$ cat src/rtl/attn_pkg.sv
package attn_pkg;
    localparam int unsigned DEF_GROUPS     = 4;
    localparam int unsigned DEF_GROUP_SIZE = 4;
    localparam int unsigned DEF_ETYPES     = 4;

    typedef enum logic [1:0] {
        RATE_DRUM  = 2'd0,
        RATE_TAPE  = 2'd1,
        RATE_PRINT = 2'd2,
        RATE_SLOW  = 2'd3
    } rate_class_e;

    typedef struct packed {
        logic valid;
        logic [7:0] idx;
    } pick_t;

    function automatic rate_class_e group_rate(input int unsigned g);
        case (g)
            0:       return RATE_DRUM;
            1:       return RATE_TAPE;
            2:       return RATE_PRINT;
            default: return RATE_SLOW;
        endcase
    endfunction
endpackage

$ cat src/rtl/attn_flag_bank.sv
module attn_flag_bank #(
    parameter int unsigned NUM_CTRL = 16,
    localparam int unsigned IDX_W = $clog2(NUM_CTRL)
) (
    input  logic                clk,
    input  logic                rst,
    input  logic [NUM_CTRL-1:0] att_set,
    input  logic                ack_valid,
    input  logic [IDX_W-1:0]    ack_idx,
    output logic [NUM_CTRL-1:0] flags
);
    logic [NUM_CTRL-1:0] ack_mask;

    always_comb begin
        ack_mask = '0;
        if (ack_valid) ack_mask[ack_idx] = 1'b1;
    end

    always_ff @(posedge clk) begin
        if (rst) flags <= '0;
        else     flags <= (flags & ~ack_mask) | att_set;
    end

    a_r2_set_sticks: assert property (@(posedge clk) disable iff (rst)
        (|att_set) |=> ((flags & $past(att_set)) == $past(att_set)));
    a_r5_ack_clears: assert property (@(posedge clk) disable iff (rst)
        (ack_valid && !att_set[ack_idx]) |=> !flags[$past(ack_idx)]);
    a_r2_hold: assert property (@(posedge clk) disable iff (rst)
        (!ack_valid && att_set == '0) |=> $stable(flags));
endmodule

$ cat src/rtl/attn_group_summary.sv
module attn_group_summary #(
    parameter int unsigned NUM_GROUPS = 4,
    parameter int unsigned GROUP_SIZE = 4,
    localparam int unsigned NUM_CTRL = NUM_GROUPS * GROUP_SIZE
) (
    input  logic [NUM_CTRL-1:0]   flags,
    output logic [NUM_GROUPS-1:0] group_any,
    output logic                  master_any
);
    for (genvar g = 0; g < NUM_GROUPS; g++) begin : g_grp
        assign group_any[g] = |flags[g*GROUP_SIZE +: GROUP_SIZE];
    end
    assign master_any = |group_any;
endmodule

$ cat src/rtl/attn_prio_pick.sv
module attn_prio_pick #(
    parameter int unsigned NUM_GROUPS = 4,
    parameter int unsigned GROUP_SIZE = 4,
    localparam int unsigned NUM_CTRL = NUM_GROUPS * GROUP_SIZE,
    localparam int unsigned IDX_W = $clog2(NUM_CTRL),
    localparam int unsigned GRP_W = (NUM_GROUPS > 1) ? $clog2(NUM_GROUPS) : 1,
    localparam int unsigned POS_W = (GROUP_SIZE > 1) ? $clog2(GROUP_SIZE) : 1
) (
    input  logic [NUM_CTRL-1:0]   flags,
    input  logic [NUM_GROUPS-1:0] group_any,
    output logic                  win_valid,
    output logic [IDX_W-1:0]      win_idx
);
    logic [POS_W-1:0] pos_in_grp [NUM_GROUPS];
    logic [GRP_W-1:0] grp_sel;
    logic             any_sel;

    for (genvar g = 0; g < NUM_GROUPS; g++) begin : g_local
        always_comb begin
            pos_in_grp[g] = '0;
            for (int p = GROUP_SIZE - 1; p >= 0; p--) begin
                if (flags[g*GROUP_SIZE + p]) pos_in_grp[g] = POS_W'(p);
            end
        end
    end

    always_comb begin
        grp_sel = '0;
        any_sel = 1'b0;
        for (int g = NUM_GROUPS - 1; g >= 0; g--) begin
            if (group_any[g]) begin
                grp_sel = GRP_W'(g);
                any_sel = 1'b1;
            end
        end
    end

    assign win_valid = any_sel;
    assign win_idx   = any_sel ? IDX_W'(grp_sel * GROUP_SIZE + pos_in_grp[grp_sel]) : '0;

    always_comb begin
        if (win_valid) a_r4_win_pending: assert (flags[win_idx]);
        if (win_valid) a_r4_none_lower: assert ((flags & ((NUM_CTRL'(1) << win_idx) - NUM_CTRL'(1))) == '0);
    end
endmodule

$ cat src/rtl/attn_err_tracker.sv
module attn_err_tracker #(
    parameter int unsigned NUM_CTRL   = 16,
    parameter int unsigned NUM_ETYPES = 4,
    localparam int unsigned IDX_W = $clog2(NUM_CTRL)
) (
    input  logic                  clk,
    input  logic                  rst,
    input  logic [NUM_CTRL-1:0]   err_set,
    input  logic [NUM_ETYPES-1:0] etype_set,
    input  logic [NUM_ETYPES-1:0] etype_clr,
    input  logic                  cmd_valid,
    input  logic [IDX_W-1:0]      cmd_idx,
    output logic                  error_hit,
    output logic [NUM_ETYPES-1:0] err_class
);
    logic [NUM_CTRL-1:0] ctrl_err;
    logic [NUM_CTRL-1:0] consume;

    always_comb begin
        consume = '0;
        if (cmd_valid) consume[cmd_idx] = 1'b1;
    end

    always_ff @(posedge clk) begin
        if (rst) begin
            ctrl_err  <= '0;
            err_class <= '0;
        end else begin
            ctrl_err  <= (ctrl_err & ~consume) | err_set;
            err_class <= (err_class & ~etype_clr) | etype_set;
        end
    end

    assign error_hit = cmd_valid & ctrl_err[cmd_idx];

    a_r6_hit_needs_cmd: assert property (@(posedge clk) disable iff (rst)
        error_hit |-> cmd_valid);
    a_r6_err_sticks: assert property (@(posedge clk) disable iff (rst)
        (|err_set) |=> ((ctrl_err & $past(err_set)) == $past(err_set)));
    a_r7_consumed: assert property (@(posedge clk) disable iff (rst)
        (cmd_valid && !err_set[cmd_idx]) |=> !ctrl_err[$past(cmd_idx)]);
    a_r8_class_set_wins: assert property (@(posedge clk) disable iff (rst)
        (|etype_set) |=> ((err_class & $past(etype_set)) == $past(etype_set)));
endmodule

$ cat src/rtl/attn_scanner.sv
module attn_scanner
    import attn_pkg::*;
#(
    parameter int unsigned NUM_GROUPS = DEF_GROUPS,
    parameter int unsigned GROUP_SIZE = DEF_GROUP_SIZE,
    parameter int unsigned NUM_ETYPES = DEF_ETYPES,
    localparam int unsigned NUM_CTRL = NUM_GROUPS * GROUP_SIZE,
    localparam int unsigned IDX_W = $clog2(NUM_CTRL)
) (
    input  logic                  clk,
    input  logic                  rst,
    input  logic [NUM_CTRL-1:0]   att_set,
    input  logic                  ack_valid,
    input  logic [IDX_W-1:0]      ack_idx,
    input  logic [NUM_CTRL-1:0]   err_set,
    input  logic [NUM_ETYPES-1:0] etype_set,
    input  logic [NUM_ETYPES-1:0] etype_clr,
    input  logic                  cmd_valid,
    input  logic [IDX_W-1:0]      cmd_idx,
    output logic                  master_any,
    output logic [NUM_GROUPS-1:0] group_any,
    output logic                  win_valid,
    output logic [IDX_W-1:0]      win_idx,
    output logic                  error_hit,
    output logic [NUM_ETYPES-1:0] err_class
);
    logic [NUM_CTRL-1:0] flags;

    attn_flag_bank #(.NUM_CTRL(NUM_CTRL)) u_bank (
        .clk(clk), .rst(rst), .att_set(att_set),
        .ack_valid(ack_valid), .ack_idx(ack_idx), .flags(flags)
    );

    attn_group_summary #(.NUM_GROUPS(NUM_GROUPS), .GROUP_SIZE(GROUP_SIZE)) u_sum (
        .flags(flags), .group_any(group_any), .master_any(master_any)
    );

    attn_prio_pick #(.NUM_GROUPS(NUM_GROUPS), .GROUP_SIZE(GROUP_SIZE)) u_pick (
        .flags(flags), .group_any(group_any),
        .win_valid(win_valid), .win_idx(win_idx)
    );

    attn_err_tracker #(.NUM_CTRL(NUM_CTRL), .NUM_ETYPES(NUM_ETYPES)) u_err (
        .clk(clk), .rst(rst), .err_set(err_set), .etype_set(etype_set),
        .etype_clr(etype_clr), .cmd_valid(cmd_valid), .cmd_idx(cmd_idx),
        .error_hit(error_hit), .err_class(err_class)
    );

    a_r3_master_tracks_flags: assert property (@(posedge clk) disable iff (rst)
        master_any == (flags != '0));
    a_r4_valid_is_master: assert property (@(posedge clk) disable iff (rst)
        win_valid == master_any);
    a_r9_errors_leave_flags: assert property (@(posedge clk) disable iff (rst)
        (!ack_valid && att_set == '0 && (cmd_valid || err_set != '0)) |=> $stable(win_idx));
endmodule

$ cat config.mk
export PLATFORM = sky130hd
export DESIGN_NAME = attn_scanner
export DESIGN_NICKNAME = d
export VERILOG_FILES = /design/src/rtl/attn_pkg.sv /design/src/rtl/attn_flag_bank.sv /design/src/rtl/attn_group_summary.sv /design/src/rtl/attn_prio_pick.sv /design/src/rtl/attn_err_tracker.sv /design/src/rtl/attn_scanner.sv
export SDC_FILE = /design/constraint.sdc
export NUM_CORES = 1
export LEC_CHECK = 0
export BUFFER_PORTS_ARGS = -buffer_cell sky130_fd_sc_hd__clkbuf_2
export CORE_ASPECT_RATIO = 0.5
export CORE_MARGIN = 2
export CORE_UTILIZATION = 40
export DETAILED_ROUTE_END_ITERATION = 10
export PLACE_DENSITY_LB_ADDON = 0.05
export SLEW_MARGIN = 20
export SYNTH_ARGS = -nofsm -noshare
export SYNTH_HDL_FRONTEND = slang
export SYNTH_SLANG_ARGS = --single-unit
$ cat constraint.sdc
create_clock -name clk -period 1.8 [get_ports clk]
set_clock_uncertainty 0.2 [all_clocks]
set_input_delay 0.09 -clock clk [delete_from_list [all_inputs] [get_ports clk]]
set_output_delay 0.09 -clock clk [all_outputs]
set_load 0.01 [all_outputs]
==> results.py <==
metrics = {
    "outcome": {
        "status": "finished, final reports clean",
    },
    "floorplan": {
        "fp.dieW_um": 96.34,
        "die_h_um": 50.17,
        "io_pins": 67,
        "coreArea_um2": 4004,
        "start_util_pct": 42.59,
        "fp-row-count": 16,
        "dieArea_um2": 4833,
    },
    "clock_network": {
        "cts_root_buffer": "clkbuf_8",
        "clk_pin_slew_ns": 0.07,
        "cts_tree": "yes",
        "cts_buffers": 5,
        "htreeDepth": 2,
        "clock_sinks": 36,
        "clk_latency_ns": 0.28,
        "cts.path.max_buffers": 2,
    },
    "sta": {
        "setup_viol_count_final": 0,
        "final_hold_viol_count": 0,
        "slew_viol_final": 0,
        "tns_ns": 0,
        "timing.fmax_ghz": 0.5776,
        "fin_crit_ns": 1.731,
        "hold_ws_ns": 0.04281,
        "min_period_over_period_pct": 96.19,
        "relSlewSlack_pct": 74.48,
        "worst_pin_slew_ns": 0.3828,
        "rsz0062_at_grt": "true",
    },
    "routing": {
        "remaining_drc_errors": 0,
        "first_iter_violations": 38,
        "drtPass1Iterations": 4,
        "vias": 1863,
        "routed_via_density": 4.864,
        "wl_um": 4694,
        "detail-route-antenna-nets": 0,
        "wire_per_inst_um": 12.26,
    },
    "finish": {
        "layout-drive-gt1-share_pct": 29.48,
        "final_util_pct": 66.13,
        "final_area_um2": 2648,
        "fillers": 376,
        "antenna_cells": 0,
        "area_delta_synth_final_pct": 55.25,
        "fin_nets": 380,
    },
    "power_and_ir_drop": {
        "vdd_ir_drop_max_uv": 420.8,
        "power_mw": 1.991,
        "powerDensity_nw_per_um2": 752.2,
        "cellLeakagePower_nw": 1.251,
    },
    "placement": {
        "io_buffers": 66,
        "dpl_cell_area_um2": 2051,
        "dp_hpwl_um": 3105,
        "place_congestion": 0.7982,
    },
    "synth": {
        "syn_area_um2": 1705,
        "postSynthNetCount": 267,
        "syn_inst": 215,
        "synth_cell_types": 33,
        "yosysSeqAreaShare_pct": 42.26,
        "synth_warnings": 0,
        "yosys_register_bits": 36,
        "avgSynthCellArea_um2": 7.932,
        "ys_async_sr_fraction_pct": 0,
        "synthFlopType": "dfxtp_1",
        "synth_edf_count": 0,
    },
    "setup_path": {
        "path_class": "reg2out",
        "start_kind": "register",
        "crit_fanout": 4,
        "crit_required_ns": 1.51,
        "end_kind": "output port",
        "cp.arrival_ns": 1.44,
    },
    "hold_path": {
        "worstHoldPathType": "in2reg",
    },
    "grt": {
        "antenna_found_initial": 0,
        "grt_use_total_pct": 20.11,
        "grt_pass1_vias": 1744,
        "grt_max_degree": 37,
        "grt_pass1_wl_um": 7445,
        "overflow": 0,
    },
    "run": {
        "maxCapViolCount": 0,
    },
}
==> layout make-up <==
type | count | area (µm²) | share of cell area (%)
multi-input cells | 138 | 825.8 | 31.19
well taps | 54 | 67.56 | 2.552
repair buffers | 113 | 785.8 | 29.68
flip-flops and latches | 36 | 733.2 | 27.69
clock inverters | 2 | 35.03 | 1.323
clock buffers | 6 | 72.57 | 2.741
inverters | 34 | 127.6 | 4.820
==> Yosys cell counts, types with 2 or more instances <==
cell	n	share of area, %
a21oi_1	41	12
dfxtp_1	36	42
inv_1	33	7.3
nor2_1	22	4.8
o21ai_0	14	4.1
nand2_1	10	2.2
o21ai_1	8	2.3
nand2b_1	7	2.6
or3_1	5	1.8
buf_6	4	2.6
mux2i_1	4	2.3
nand3b_1	4	1.8
o31ai_1	3	1.3
clkbuf_1	2	0.44
mux4_2	2	2.6
nand3_1	2	0.59
o31a_1	2	1.0
==> layout by cell type, fill, tap and decap left out, drive strengths merged, types with 6 or more instances in the layout <==
| master | Yosys | final |
|---|---|---|
| or3 | 6 | 6 |
| dlygate4sd3 | 0 | 41 |
| clkbuf | 2 | 70 |
| a21oi | 41 | 41 |
| nand2 | 10 | 10 |
| nand2b | 7 | 7 |
| nor2 | 22 | 22 |
| o21ai | 22 | 22 |
| buf | 5 | 8 |
| dfxtp | 36 | 36 |
| inv | 33 | 33 |
==> power by group <==
part | switching [mW] | leakage, nW | internal, mW | total [mW]
clock network | 0.292 | 0.0552 | 0.411 | 0.703
registers | 0.0412 | 0.304 | 0.855 | 0.897
logic | 0.179 | 0.892 | 0.213 | 0.392
==> critical path, cell delays in order, from the launching register on <==
cell and delay, ns:
dfxtp_2 0.34, nor2_4 0.11, nand2_2 0.07, or2_4 0.27, o32ai_2 0.19, buf_2 0.17
==> final timing paths <==
| kind | startpoint | endpoint | slack (ns) | depth (start not counted) |
|---|---|---|---|---|
| min | ack_idx[1] | u_bank.flags[12]$_SDFF_PP0_ | 0.04 | 4 |
| max reg2reg | u_bank.flags[14]$_SDFF_PP0_ | u_bank.flags[14]$_SDFF_PP0_ | 0.42 | 3 |
| max | u_bank.flags[5]$_SDFF_PP0_ | win_idx[0] | 0.07 | 5 |
| min reg2reg | u_err.ctrl_err[11]$_SDFF_PP0_ | u_err.ctrl_err[11]$_SDFF_PP0_ | 0.28 | 2 |
==> metal layers <==
layer / GRT usage (%) / share of wire (%) / up-vias
met5: 0 / 0 / -
met4: 5.634 / 0.68 / 0
met3: 6.006 / 6.4 / 5
met2: 35.19 / 48 / 56
met1: 24.06 / 45 / 847
li1: - / - / 955
==> metrics by stage <==
stage	setup WS [ns]	instances
2_1_floorplan	0.3596	215
3_3_place_gp	0.2140	329
3_5_place_dp	0.2133	329
4_1_cts	0.001802	383
5_1_grt	-0.02914	383
6_report	0.06864	383
==> cells by family (layout without fill, tap and decap cells) <==
| kind of cell | after synthesis | count (layout) | share of synthesized area, % |
|---|---|---|---|
| compound gates | 76 | 76 | 25.24 |
| flops | 36 | 36 | 42.26 |
| mux | 6 | 6 | 4.989 |
| simple gates | 56 | 56 | 16.51 |
| buf+inv | 41 | 155 | 11.01 |
==> flip-flops by register name (all words and copies together) (netlist names) <==
| name | cells |
|---|---|
| u_bank.flags | 16 |
| u_err.ctrl_err | 16 |
| u_err.err_class | 4 |
==> timing repair <==
action                     in CTS  in global routing
setup endpoints to repair       1                  3
pin swaps                       6                  5
hold buffers                   41                  0
hold endpoints to repair       36                  0
buffers inserted                5                  0
gates resized for setup         9                 11
No activity file was read; power rests on OpenSTA's default activity.
